`src/rtl/uart_frame_tx.sv`:
```
module uart_frame_tx #(
  parameter int OSR = 16
) (
  input  logic       clk,
  input  logic       rst_n,
  input  logic       baud_tick,
  input  logic [6:0] line_ctrl,
  input  logic       load,
  input  logic [7:0] load_data,
  output logic       txd,
  output logic       hold_empty,
  output logic       tx_empty
);
  localparam int CW = $clog2(2 * OSR + 1);
  localparam logic [CW-1:0] BIT_T  = CW'(OSR);
  localparam logic [CW-1:0] HALF_T = CW'(OSR + OSR / 2);
  localparam logic [CW-1:0] TWO_T  = CW'(2 * OSR);

  typedef enum logic [2:0] {S_IDLE, S_START, S_DATA, S_PAR, S_STOP} st_t;
  st_t state;

  logic [7:0]    hold_q, shift_q;
  logic          hold_full;
  logic [2:0]    bit_idx;
  logic [CW-1:0] tcnt, stop_q;
  logic [1:0]    wlen_q;
  logic          par_en_q, par_q;

  logic [7:0]    mask;
  logic          par_calc;
  logic [CW-1:0] stop_calc, limit;
  logic          last, go, line_bit;

  assign mask      = 8'hFF >> (2'd3 - line_ctrl[1:0]);
  assign par_calc  = line_ctrl[5] ? ~line_ctrl[4]
                   : (line_ctrl[4] ? ^(hold_q & mask) : ~^(hold_q & mask));
  assign stop_calc = !line_ctrl[2] ? BIT_T : (line_ctrl[1:0] == 2'd0 ? HALF_T : TWO_T);
  assign limit     = (state == S_STOP) ? stop_q : BIT_T;
  assign last      = baud_tick && (tcnt == limit - CW'(1));
  assign go        = baud_tick && hold_full && (state == S_IDLE || (state == S_STOP && last));

  always_ff @(posedge clk or negedge rst_n) begin
    if (!rst_n) begin
      hold_q    <= '0;
      hold_full <= 1'b0;
    end else begin
      if (go) hold_full <= 1'b0;
      if (load) begin
        hold_q    <= load_data;
        hold_full <= 1'b1;
      end
    end
  end

  always_ff @(posedge clk or negedge rst_n) begin
    if (!rst_n) begin
      state    <= S_IDLE;
      shift_q  <= '0;
      bit_idx  <= '0;
      tcnt     <= '0;
      stop_q   <= BIT_T;
      wlen_q   <= '0;
      par_en_q <= 1'b0;
      par_q    <= 1'b0;
    end else if (go) begin
      state    <= S_START;
      shift_q  <= hold_q;
      tcnt     <= '0;
      stop_q   <= stop_calc;
      wlen_q   <= line_ctrl[1:0];
      par_en_q <= line_ctrl[3];
      par_q    <= par_calc;
    end else if (state != S_IDLE && baud_tick) begin
      tcnt <= last ? '0 : tcnt + CW'(1);
      if (last) begin
        unique case (state)
          S_START: begin
            state   <= S_DATA;
            bit_idx <= '0;
          end
          S_DATA: begin
            shift_q <= shift_q >> 1;
            if (bit_idx == {1'b1, wlen_q}) state <= par_en_q ? S_PAR : S_STOP;
            else bit_idx <= bit_idx + 3'd1;
          end
          S_PAR:   state <= S_STOP;
          default: state <= S_IDLE;
        endcase
      end
    end
  end

  always_comb begin
    unique case (state)
      S_START: line_bit = 1'b0;
      S_DATA:  line_bit = shift_q[0];
      S_PAR:   line_bit = par_q;
      default: line_bit = 1'b1;
    endcase
  end

  assign txd        = line_bit & ~line_ctrl[6];
  assign hold_empty = ~hold_full;
  assign tx_empty   = ~hold_full && state == S_IDLE;

  a_r6_temt_needs_thre: assert property (@(posedge clk) disable iff (!rst_n)
    tx_empty |-> hold_empty);
  a_r6_load_fills: assert property (@(posedge clk) disable iff (!rst_n)
    load |=> !hold_empty);
  a_r9_transfer_on_tick: assert property (@(posedge clk) disable iff (!rst_n)
    $rose(hold_empty) |-> $past(baud_tick));
  a_r8_cfg_frozen: assert property (@(posedge clk) disable iff (!rst_n)
    state != S_START |-> $stable({wlen_q, stop_q, par_en_q, par_q}));
  a_r2_tick_bound: assert property (@(posedge clk) disable iff (!rst_n)
    tcnt < stop_q);
  a_r5_break_low: assert property (@(posedge clk) disable iff (!rst_n)
    line_ctrl[6] |-> !txd);
endmodule

```
`config.mk`:
```
export PLATFORM = sky130hd
export DESIGN_NAME = uart_frame_tx
export DESIGN_NICKNAME = d
export VERILOG_FILES = /design/src/rtl/uart_frame_tx.sv
export SDC_FILE = /design/constraint.sdc
export NUM_CORES = 1
export LEC_CHECK = 0
export CORE_MARGIN = 2
export CORE_UTILIZATION = 40
export CTS_CLUSTER_DIAMETER = 40
export CTS_CLUSTER_SIZE = 12
export DETAILED_ROUTE_END_ITERATION = 7
export PLACE_DENSITY_LB_ADDON = 0.3
export REMOVE_ABC_BUFFERS = 1
export SYNTH_ARGS = -nofsm -noshare
export SYNTH_HDL_FRONTEND = slang
export SYNTH_SLANG_ARGS = --single-unit
export TNS_END_PERCENT = 1
```
`constraint.sdc`:
```
create_clock -name clk -period 4.2 [get_ports clk]
set_clock_uncertainty 0.05 [all_clocks]
set_input_delay 0.84 -clock clk [delete_from_list [all_inputs] [get_ports clk]]
set_output_delay 0.84 -clock clk [all_outputs]
set_load 0.03 [all_outputs]
```
==> results of run 1 <==
-- cells by family after synthesis --
logic type      share of synthesized area, %
mux                                     15.8
fa+ha+maj                               1.82
simple gates                            14.7
compound gates                          12.8
flops                                   43.7
xor+xnor                                7.52
buf+inv                                 3.64
-- registers in the layout, indices dropped and copies added (netlist names), 2 cells and up --
signal and cells:
stop_q 3, bit_idx 3, tcnt 6, state 3, hold_q 8, shift_q 8, wlen_q 2
-- area by class of cell --
cell class                      count  area (µm²)  share of cell area, %
Inverter                            7        26.3                   1.10
Tap cell                           70        87.6                   3.66
Multi-Input combinational cell    134        1090                   45.3
Clock inverter                      1        5.00                  0.209
Sequential cell                    36         902                   37.7
Timing Repair Buffer               22         213                   8.88
Clock buffer                        7        76.3                   3.19
-- critical path, cell delays in order, from the launching register on --
cell,delay [ns]
dfrtp_1,0.58
and4bb_2,0.38
inv_1,0.07
ha_1,0.23
xnor2_2,0.28
xor2_4,0.17
a31oi_4,0.29
or2_1,0.54
mux2_2,0.40
-- worst max-delay path by stage --
stage          slack, ns  cells after the start  startpoint    endpoint
6_report            1.09                      8    state[2]  shift_q[2]
3_5_place_dp        1.09                      8    state[0]  shift_q[2]
2_1_floorplan       0.82                      8    state[0]  shift_q[0]
4_1_cts             1.08                      8    state[2]  shift_q[2]
3_3_place_gp        1.08                      7   baud_tick  shift_q[2]
5_1_grt             0.89                      9    state[2]  shift_q[2]
-- layout by cell type, fill, tap and decap left out, types with 4 or more instances in the layout --
cell / n
dfrtp_1: 35
mux2_2: 21
clkdlybuf4s50_1: 20
a21oi_1: 12
nor2_1: 11
nand2_1: 9
o21ai_0: 9
inv_1: 7
xnor2_1: 5
nand3_1: 5
and3_1: 5
clkbuf_8: 5
mux2_4: 4
-- metal layers --
layer  global-route usage [%]  vias up  share of wire (%)
met5                        0        -                  0
met4                     6.63        0                1.5
met3                     4.63        6                4.4
met2                     23.6       32                 48
met1                     20.5      704                 46
li1                         -      717                  -
-- power breakdown --
part	internal, mW	switching (mW)
sequential	0.396	0.0555
clock	0.116	0.115
combinational	0.129	0.125
-- per-stage QoR --
step	std cells	power [mW]
after floorplan	177	0.641
final	277	0.937
after global placement	269	0.709
after detailed placement	269	0.713
after CTS	277	0.946
after global routing	277	0.997
==> metrics.txt, run 1 <==
hold depth 2; # resized after CTS 0; dominant synthesized flop cell dfrtp_1; hold_ws 0.486 ns; Antenna Cells 0; drt wl/cell 14.0 µm; crit path kind flop to flop; Core ar. 0.00504 mm²; clk slew on worst S/H paths 0.07 ns; overall routing resource usage 15.5%; synth warn 0; post-layout util 47.5%; Yosys top cell by area dfrtp_1; max-cap violation count 0; Starting Density 40.9%; # port buffers 21; Nets 228; leak pwr 1.03 nW; Chip Height 75.8 µm; crit end category flop; first-pass GRT wire length 6650 µm; critical path data required time 4.32 ns; GP Congestion 0.841; Final ANT Viol Nets 0; post-synth top area share 42.4%; syn_area_per_cell 11.2 µm²; Final Cycle Share 74.1%; most common cell in the netlist dfrtp_1; H-tree levels 2; CP arrival 3.23 ns; IO Pins 22; crit-path max FO 14; Pwr Density 391 mW/mm²; Hold-fix buffers, CTS 0; Seq/Total Area, Yosys 43.7%; routed vias/inst 5.27; setup bufs post-CTS 0; Fin Setup TNS 0 ns; residual DRC count 0; Clock Latency Late Sink 0.28 ns; DIE AREA 0.00575 mm²; Routed WL 3870 µm; Final WS setup 1.09 ns; Worst IR Drop VDD 241 µV; HP Start stop_q[5]; initial antenna violation count 0; Slew Limit Fails 0; Post-synth EDFFs 0; vias in the first global route 1413; worst r2r dst shift_q[2]; dpl hpwl 2790 µm; Slew @ Worst Pin 0.783 ns; setup violators final 0; Reg2Reg Depth 8; Clock Sinks 36; clock buffer depth 2; Async SR Flop Fraction 100%; placed instance area 0.00231 mm²; largest net degree at the start of global routing 37; final hold violation count 0; dpl ws 1.09 ns; Post-Layout Inst Area 0.00240 mm²; Max-slew headroom 47.8%; post-synthesis cell count 184; Fill cells 483; Reg2Reg Setup Slack 1.09 ns; hold path endpoint stop_q[5]; f_max 0.321 GHz; Starting DRT DRC Count 153; RSZ-0062 raised after global routing false; synth unique cells 50; startpoint type of the worst setup path flop; status completed; #FFs+latches synth 36; total gr overflow 0; post-route minimum period 3.11 ns; Hold Path Class flop to flop; die width 75.8 µm; share of cells above drive strength 1 20.8%; largest cells by area after synthesis dfrtp_1 (42%), mux2_2 (11%), a21oi_1 (2.9%), mux2_4 (2.9%), xor2_4 (2.7%); synthesized cell area 0.00206 mm²; drt first pass iters 4; CTS tree done; via count 1459; Post-synth top cells dfrtp_1 (35), mux2_2 (21), a21oi_1 (12), nor2_1 (11); reg-to-reg startpoint state[2]; Clock Root Buffer clkbuf_8; Syn-to-layout area delta 16.1%; Rows 26; total CTS buffers 5
Power figures use the tool's default switching activity.
==> run 2, diff against run 1 <==
==> constraint.sdc (replaced) <==
create_clock -name clk -period 2.9 [get_ports clk]
set_clock_uncertainty 0.05 [all_clocks]
set_input_delay 0.58 -clock clk [delete_from_list [all_inputs] [get_ports clk]]
set_output_delay 0.58 -clock clk [all_outputs]
set_load 0.03 [all_outputs]
==> run 2 against run 1 <==
Against the previous run: setup slack worse by 0.92 ns; design area is 5.4% higher; sequential cell count stayed put; combinational power is 67% higher; register-to-register slack worse by 0.92 ns; worst hold slack worse by 0.17 ns; core utilization is 2.6 points higher; critical path type unchanged; critical endpoint is now shift_q[0]; count of clock-buffer cells in the layout is 2 lower; global-route usage is 0.76 points higher; clock power is 91% higher.
==> metrics.txt, run 2 (synthesis gave the netlist of run 1 again) <==
reg-to-reg startpoint state[1]; first-pass GRT wire length 7080 µm (+6.4%); final hold violation count 0 (unchanged); Slew @ Worst Pin 0.787 ns (+0.00444 ns); Reg2Reg Setup Slack 0.17 ns (-0.92 ns); setup violators final 0 (unchanged); Reg2Reg Depth 9 (+1); crit end category flop; Placed Cells 280 (+4.1%); drt wl/cell 13.9 µm (-0.79%); Clock Root Buffer clkbuf_8; Worst path top cell family by delay simple AND/OR/NAND/NOR gates; die width 75.8 µm (unchanged); Hold-fix buffers, CTS 0 (unchanged); # port buffers 21 (unchanged); startpoint type of the worst setup path flop; total gr overflow 0 (unchanged); Starting Density 40.9% (unchanged); Core ar. 0.00504 mm² (unchanged); leak pwr 1.09 nW (+6.6%); FF/Latch Area 902 µm² (unchanged); residual DRC count 0 (unchanged); Starting DRT DRC Count 126 (-18%); max-cap violation count 0 (unchanged); CP Launch Point state[1]; share of cells above drive strength 1 26.1% (+5.4 points); IO Pins 22 (unchanged); clock buffer depth 2 (unchanged); Post-Layout Inst Area 0.00252 mm² (+5.4%); clk slew on worst S/H paths 0.07 ns (about the same); dpl hpwl 2970 µm (+6.4%); Hold Path Class input port to async pin; RSZ-0062 raised after global routing false; initial antenna violation count 0 (unchanged); commonest non-fill, non-tap cell in the layout dfrtp_1; Rows 26 (unchanged); sequence of cells on the critical path and4bb_2 > inv_1 > ha_1 > xnor2_1 > nor2_2 > nor4bb_1 > buf_4 > mux2_2 > mux2_2; WP buf/inv 2 (+1); Max-slew headroom 47.5% (-0.30 points); largest registers hold_q: 8 flops, shift_q: 8 flops, tcnt: 6 flops; overall routing resource usage 16.2% (+0.76 points); most frequent CP cell mux2_2; placed instance area 0.00240 mm² (+3.6%); H-tree levels 2 (unchanged); worst r2r dst shift_q[0]; DIE AREA 0.00575 mm² (unchanged); crit-path max FO 8 (-6); Clock Sinks 36 (unchanged); Routed WL 3990 µm (+3.2%); # resized after CTS 0 (unchanged); Finished Layout Cells 288 (+4.0%); Fill cells 455 (-5.8%); CP max-delay cell dfrtp_1; Clock Latency Late Sink 0.29 ns (about the same); CP max stage delay 0.47 ns (-0.11 ns); crit path kind flop to flop; drt first pass iters 4 (unchanged); GP Congestion 0.832 (-1.1%); CP arrival 2.86 ns (-0.37 ns); Syn-to-layout area delta 22.4%; vias in the first global route 1483 (+5.0%); setup bufs post-CTS 0 (unchanged); post-route minimum period 2.73 ns (-0.383 ns); status completed; f_max 0.366 GHz (+14%); via count 1509 (+3.4%); largest net degree at the start of global routing 37 (unchanged); footprint of the multi-input gates 0.00110 mm² (+1.5%); Final ANT Viol Nets 0 (unchanged); critical path data required time 3.03 ns (-1.29 ns); Antenna Cells 0 (unchanged); routed vias/inst 5.24 (-0.52%); Slew Limit Fails 0 (unchanged); Worst IR Drop VDD 344 µV (+43%); Final Cycle Share 94.1% (+20 points); total CTS buffers 5 (unchanged); Nets 239 (+4.8%); Pwr Density 602 mW/mm² (+54%); commonest cells after routing, fill and taps aside dfrtp_1 (35), mux2_2 (21), clkdlybuf4s50_1 (20); Setup crit end shift_q[0]; cell depth of the worst setup path 9 (+1); Chip Height 75.8 µm (unchanged); CTS tree done
==> run 2: changes by cell type in the layout (fill, tap and decap cells not counted), sizes merged <==
cell	before	now
clkinvlp	0	1
buf	2	13
bufinv	0	1
clkbuf	7	5
==> run 2: worst min path at each step <==
| stage | from | endpoint | slack (ns) | depth (start not counted) |
|---|---|---|---|---|
| floorplan | rst_n | bit_idx[0] | 0.23 | 0 |
| global placement | stop_q[5] | stop_q[5] | 0.45 | 2 |
| detailed placement | stop_q[5] | stop_q[5] | 0.46 | 2 |
| CTS | rst_n | stop_q[5] | 0.35 | 1 |
| global route | rst_n | par_en_q | 0.39 | 1 |
| finish | rst_n | shift_q[0] | 0.32 | 1 |
==> run 2: stage by stage <==
step / setup TNS, ns / power, mW / hold slack [ns] / setup WS [ns] / util, %
final: 0 / 1.52 / 0.317 / 0.170 / 50.1
after global routing: 0 / 1.61 / 0.386 / 0.00890 / 50.1
after CTS: 0 / 1.51 / 0.346 / 0.104 / 49.8
after detailed placement: 0 / 1.07 / 0.458 / 0.119 / 47.5
after global placement: 0 / 1.06 / 0.450 / 0.121 / 47.5
after floorplan: -2.96 / 0.929 / 0.234 / -0.484 / -
==> run 2: cell type report <==
| class | instances | share of cell area, % |
|---|---|---|
| Clock buffer | 5 | 2.73 |
| Multi-Input combinational cell | 134 | 43.7 |
| Sequential cell | 36 | 35.7 |
| Inverter | 7 | 1.04 |
| Tap cell | 70 | 3.47 |
| Clock inverter | 3 | 1.68 |
| Timing Repair Buffer | 33 | 11.7 |
==> run 2: report_power, final <==
part	total (mW)	switching (mW)	internal, mW
registers	0.652	0.0790	0.573
clock network	0.444	0.190	0.254
logic	0.424	0.200	0.223
==> run 2: worst register-to-register path, stage by stage (launching register included) <==
cell	delay (ns)
dfrtp_1	0.47
and4bb_2	0.36
inv_1	0.05
ha_1	0.29
xnor2_1	0.13
nor2_2	0.19
nor4bb_1	0.25
buf_4	0.22
mux2_2	0.34
mux2_2	0.26
==> run 2: layer usage <==
metal	vias up	part of all wire, %	GRT usage (%)
li1	737	-	-
met1	729	47	23.1
met2	35	47	23.7
met3	8	4.8	3.97
met4	0	1.6	6.43
met5	-	0	0
